<file path="src/rtl/grev_orc_pkg.sv">
package grev_orc_pkg;
  parameter int GO_XLEN = 64;
  localparam int GO_STAGES = $clog2(GO_XLEN);
  localparam int GO_WLEN = GO_XLEN / 2;

  localparam logic [6:0] OPC_IMM    = 7'b0010011;
  localparam logic [6:0] OPC_REG    = 7'b0110011;
  localparam logic [6:0] OPC_IMM_W  = 7'b0011011;
  localparam logic [6:0] OPC_REG_W  = 7'b0111011;
  localparam logic [2:0] F3_PERM    = 3'b101;
  localparam logic [6:0] F7_REV     = 7'b0110100;
  localparam logic [6:0] F7_COMB    = 7'b0010100;
  localparam logic [5:0] F6_REV_IMM = 6'b011010;
  localparam logic [5:0] F6_COMB_IMM = 6'b001010;

  typedef struct packed {
    logic                 legal;
    logic                 isOrc;
    logic                 word;
    logic [GO_STAGES-1:0] ctrl;
  } grevCtl_t;

  function automatic logic [GO_XLEN-1:0] stageMask(input int stage);
    logic [GO_XLEN-1:0] m;
    for (int j = 0; j < GO_XLEN; j++) m[j] = ((j >> stage) & 1) == 0;
    return m;
  endfunction
endpackage

</file>
<file path="src/rtl/grevOrcDecode.sv">
module grevOrcDecode
  import grev_orc_pkg::*;
(
  input  logic [31:0]          instrWord,
  input  logic [GO_STAGES-1:0] ctrlReg,
  output grevCtl_t             ctl
);
  localparam int SH_LO = 20;

  logic [6:0] opcode;
  logic       f3Ok;
  logic [6:0] f7;
  logic [5:0] f6;

  assign opcode = instrWord[6:0];
  assign f3Ok   = instrWord[14:12] == F3_PERM;
  assign f7     = instrWord[31:25];
  assign f6     = instrWord[31:26];

  always_comb begin
    ctl = '0;
    if (f3Ok) begin
      case (opcode)
        OPC_IMM: begin
          if (f6 == F6_COMB_IMM || f6 == F6_REV_IMM) begin
            ctl.legal = 1'b1;
            ctl.isOrc = (f6 == F6_COMB_IMM);
            ctl.ctrl  = instrWord[SH_LO +: GO_STAGES];
          end
        end
        OPC_REG: begin
          if (f7 == F7_COMB || f7 == F7_REV) begin
            ctl.legal = 1'b1;
            ctl.isOrc = (f7 == F7_COMB);
            ctl.ctrl  = ctrlReg;
          end
        end
        OPC_REG_W: begin
          if (f7 == F7_COMB || f7 == F7_REV) begin
            ctl.legal = 1'b1;
            ctl.word  = 1'b1;
            ctl.isOrc = (f7 == F7_COMB);
            ctl.ctrl  = {1'b0, ctrlReg[GO_STAGES-2:0]};
          end
        end
        OPC_IMM_W: begin
          if (f7 == F7_COMB || f7 == F7_REV) begin
            ctl.legal = 1'b1;
            ctl.word  = 1'b1;
            ctl.isOrc = (f7 == F7_COMB);
            ctl.ctrl  = {1'b0, instrWord[SH_LO +: GO_STAGES-1]};
          end
        end
        default: ctl = '0;
      endcase
    end
  end
endmodule

</file>
<file path="src/rtl/grevOrcDatapath.sv">
module grevOrcDatapath
  import grev_orc_pkg::*;
(
  input  logic [GO_XLEN-1:0] opA,
  input  grevCtl_t           ctl,
  output logic [GO_XLEN-1:0] res
);
  logic [GO_XLEN-1:0] stageVal [0:GO_STAGES];

  // word forms see a zero-extended low half; the half swap is never enabled for them
  assign stageVal[0] = ctl.word ? {{GO_WLEN{1'b0}}, opA[GO_WLEN-1:0]} : opA;

  for (genvar s = 0; s < GO_STAGES; s++) begin : g_stage
    localparam int DIST = 1 << s;
    localparam logic [GO_XLEN-1:0] MASK = stageMask(s);
    logic [GO_XLEN-1:0] swapped;
    assign swapped = ((stageVal[s] & MASK) << DIST) | ((stageVal[s] >> DIST) & MASK);
    assign stageVal[s+1] = !ctl.ctrl[s] ? stageVal[s]
                         : (ctl.isOrc ? (stageVal[s] | swapped) : swapped);
  end

  always_comb begin
    if (!ctl.legal)
      res = '0;
    else if (ctl.word)
      res = {{GO_WLEN{stageVal[GO_STAGES][GO_WLEN-1]}}, stageVal[GO_STAGES][GO_WLEN-1:0]};
    else
      res = stageVal[GO_STAGES];
  end
endmodule

</file>
<file path="src/rtl/grevOrcUnit.sv">
module grevOrcUnit
  import grev_orc_pkg::*;
(
  input  logic [31:0]        instrWord,
  input  logic [GO_XLEN-1:0] srcA,
  input  logic [GO_XLEN-1:0] srcB,
  output logic [GO_XLEN-1:0] result,
  output logic               illegal
);
  grevCtl_t ctl;
  logic     unusedHigh;

  assign unusedHigh = ^srcB[GO_XLEN-1:GO_STAGES];

  grevOrcDecode u_dec (
    .instrWord(instrWord),
    .ctrlReg  (srcB[GO_STAGES-1:0]),
    .ctl      (ctl)
  );

  grevOrcDatapath u_dp (
    .opA(srcA),
    .ctl(ctl),
    .res(result)
  );

  assign illegal = !ctl.legal;
endmodule

</file>
<file path="config.mk">
export PLATFORM = sky130hd
export DESIGN_NAME = grevOrcUnit
export DESIGN_NICKNAME = d
export VERILOG_FILES = /design/src/rtl/grev_orc_pkg.sv /design/src/rtl/grevOrcDecode.sv /design/src/rtl/grevOrcDatapath.sv /design/src/rtl/grevOrcUnit.sv
export SDC_FILE = /design/constraint.sdc
export NUM_CORES = 1
export LEC_CHECK = 0
export CORE_MARGIN = 2
export CORE_UTILIZATION = 45
export DETAILED_ROUTE_END_ITERATION = 6
export GPL_TIMING_DRIVEN = 0
export PLACE_DENSITY_LB_ADDON = 0.12
export SYNTH_ARGS = -nofsm -noshare
export SYNTH_HDL_FRONTEND = slang
export SYNTH_SLANG_ARGS = --single-unit
</file>
<file path="constraint.sdc">
create_clock -name vclk -period 4.21
set_clock_uncertainty 0.15 [all_clocks]
set_input_delay 0.421 -clock vclk [all_inputs]
set_output_delay 0.421 -clock vclk [all_outputs]
set_load 0.01 [all_outputs]
</file>
==> metrics.txt <==
outcome finished, violations left; failing checks design-rule violations, negative setup slack; crit path max fanout 7; clock buffer count in the final layout 0; drt drc 106; initial DRC count 2450; CTS hold repair buffers 0; maximum operating frequency 0.227 GHz; total track usage 0.500; cells along the critical path dlygate4sd2_1, and3b_2, nand4_4, or3_4, buf_8, buf_12, a22oi_2, a2bb2oi_1, o211ai_1, a22o_1, buf_4, a221oi_2, a31oi_1, dlygate4sd2_1; mapped cell area 5240 sq um; Synth Warn # 0; Tcrit/Tclk final 1.04; power density cells 62.3 nW/um^2; DRT Wirelength 36500 um; chip width 112 um; WP buf/inv 5; area leader, netlist a21oi_1; Synth cell types 59; Worst-Margin Slew 1.12 ns; relative slew slack 0.247; most frequent cells in the layout nand2_1, a21oi_1, buf_4; seq_cells 0; drt first pass iters 7; Core Area approximately 11000 sq um; final setup fails 16; post-DR vias/cell 7.93; Cells after DPL 1210; VDD IR max 0.0751 mV; share of layout cells above drive strength 1 0.329; sequential fraction of the synthesis area 0; port bufs 155; Multi-input gate area 5830 sq um; Detailed Place HPWL 23900 um; Final Hold Fails 0; final non-filler cell total 1309; first-pass GRT wire length 50300 um; syn_nets 1070; initial antenna violation count 0; IO Count ~230; Slowest cell on crit path or3_4; leakage power ~3.6 nW; area grow syn2layout 68.6%; leading post-synthesis cells by cell area a21oi_1, a22oi_1, nand2_1; fin nets ~1300; vias in the first global route 9326; crit-path max cell delay 0.50 ns; Overall Power 550 uW; row count 39; post-route ant nets 0; n_diodes 0; nature of the critical path endpoint output pin; CP required between 3 and 4 ns; Startpoint Class input port; Die ar. 12500 sq um; WS Path Type input port to output pin; Mapped Avg Cell Area 5.75 sq um; hold crit path type input port to output pin; final worst setup slack -0.189 ns; Most common cell on crit path dlygate4sd2_1; CP delay by family, top compound AO/OA/AOI/OAI gates; Mapped Cells 910; RSZ-0062 raised after global routing true; Sequential Area 0 sq um; fin. max-slew vios 0; Worst EP arrival 3.83 ns; grt ovf 0; vias post-DR 10400; die height between 100 and 150 um; initial core utilization 0.461; GP Congestion 1.10; Max-cap violations 0; post-DR wirelength/cell between 20 and 30 um; largest net degree at the start of global routing 11; Fillers 816; share of Yosys cell area claimed by the top area cell type 0.165; commonest non-fill, non-tap cell in the layout nand2_1; fin crit period roughly 4.4 ns
==> power breakdown <==
| part | leakage (nW) | switching [mW] | total (mW) | internal, mW |
|---|---|---|---|---|
| Clock | 0 | 0 | 0 | 0 |
| Sequential | 0 | 0 | 0 | 0 |
| Combinational | 3.60 | 0.305 | 0.550 | 0.245 |
==> synthesized netlist by cell type, types with 8 or more instances <==
| library cell | number |
|---|---|
| o21ai_1 | 8 |
| o211ai_1 | 13 |
| a31oi_1 | 13 |
| nand3_1 | 24 |
| buf_2 | 20 |
| a21o_1 | 9 |
| a21oi_1 | 173 |
| and2_1 | 8 |
| a22oi_1 | 86 |
| a22oi_2 | 9 |
| nor2_1 | 57 |
| o21ai_0 | 24 |
| nand2_1 | 171 |
| a2bb2oi_1 | 13 |
| o221ai_1 | 15 |
| nor3_1 | 11 |
| clkbuf_1 | 53 |
| o31ai_1 | 18 |
| o22ai_1 | 40 |
| a211oi_1 | 8 |
| a22o_1 | 49 |
==> worst paths after layout <==
kind	startpoint	endpoint	slack (ns)	cells past startpoint
setup / recovery	instrWord[29]	result[60]	-0.19	14
hold / removal	instrWord[28]	result[7]	1.49	6
==> routing by layer <==
metal	share of wire	track usage
met3	0.16	0.173
met1	0.33	0.603
met2	0.40	0.759
met4	0.10	0.312
met5	0	0
==> cell families (layout without fill, tap and decap cells) <==
kind of cell,Yosys count,in the layout,share of synthesized area
buffers and inverters,82,338,0.0664
AND/OR/NAND/NOR,314,314,0.272
AO/OA/AOI/OAI,514,514,0.661
==> per-stage QoR <==
stage / setup slack, ns / utilization / setup TNS (ns) / cell area, sq um / hold slack (ns)
floorplan: 0.715 / - / 0 / 5240 / 1.06
global placement: -1.79 / 0.613 / -93.68 / 6970 / 1.65
detailed placement: -1.31 / 0.615 / -66.08 / 6990 / 1.65
CTS: -0.126 / 0.725 / -0.700 / 8240 / 1.51
global route: -0.216 / 0.776 / -2.10 / 8830 / 1.53
finish: -0.189 / 0.776 / -0.651 / 8830 / 1.49
==> repair_timing <==
item / in CTS / in global routing
endpoints found under the setup margin: 64 / 64
buffers inserted: 58 / 38
gates cloned: 4 / 2
pin swaps: 50 / 48
resized for setup: 403 / 103
==> final cells by class <==
cell class / count / area share
plain buffers: 77 / 0.0554
inverters: 3 / 0.00128
multi-input cells: 828 / 0.660
well taps: 143 / 0.0203
repair buffers: 258 / 0.263
No activity file was read; power rests on OpenSTA's default activity.
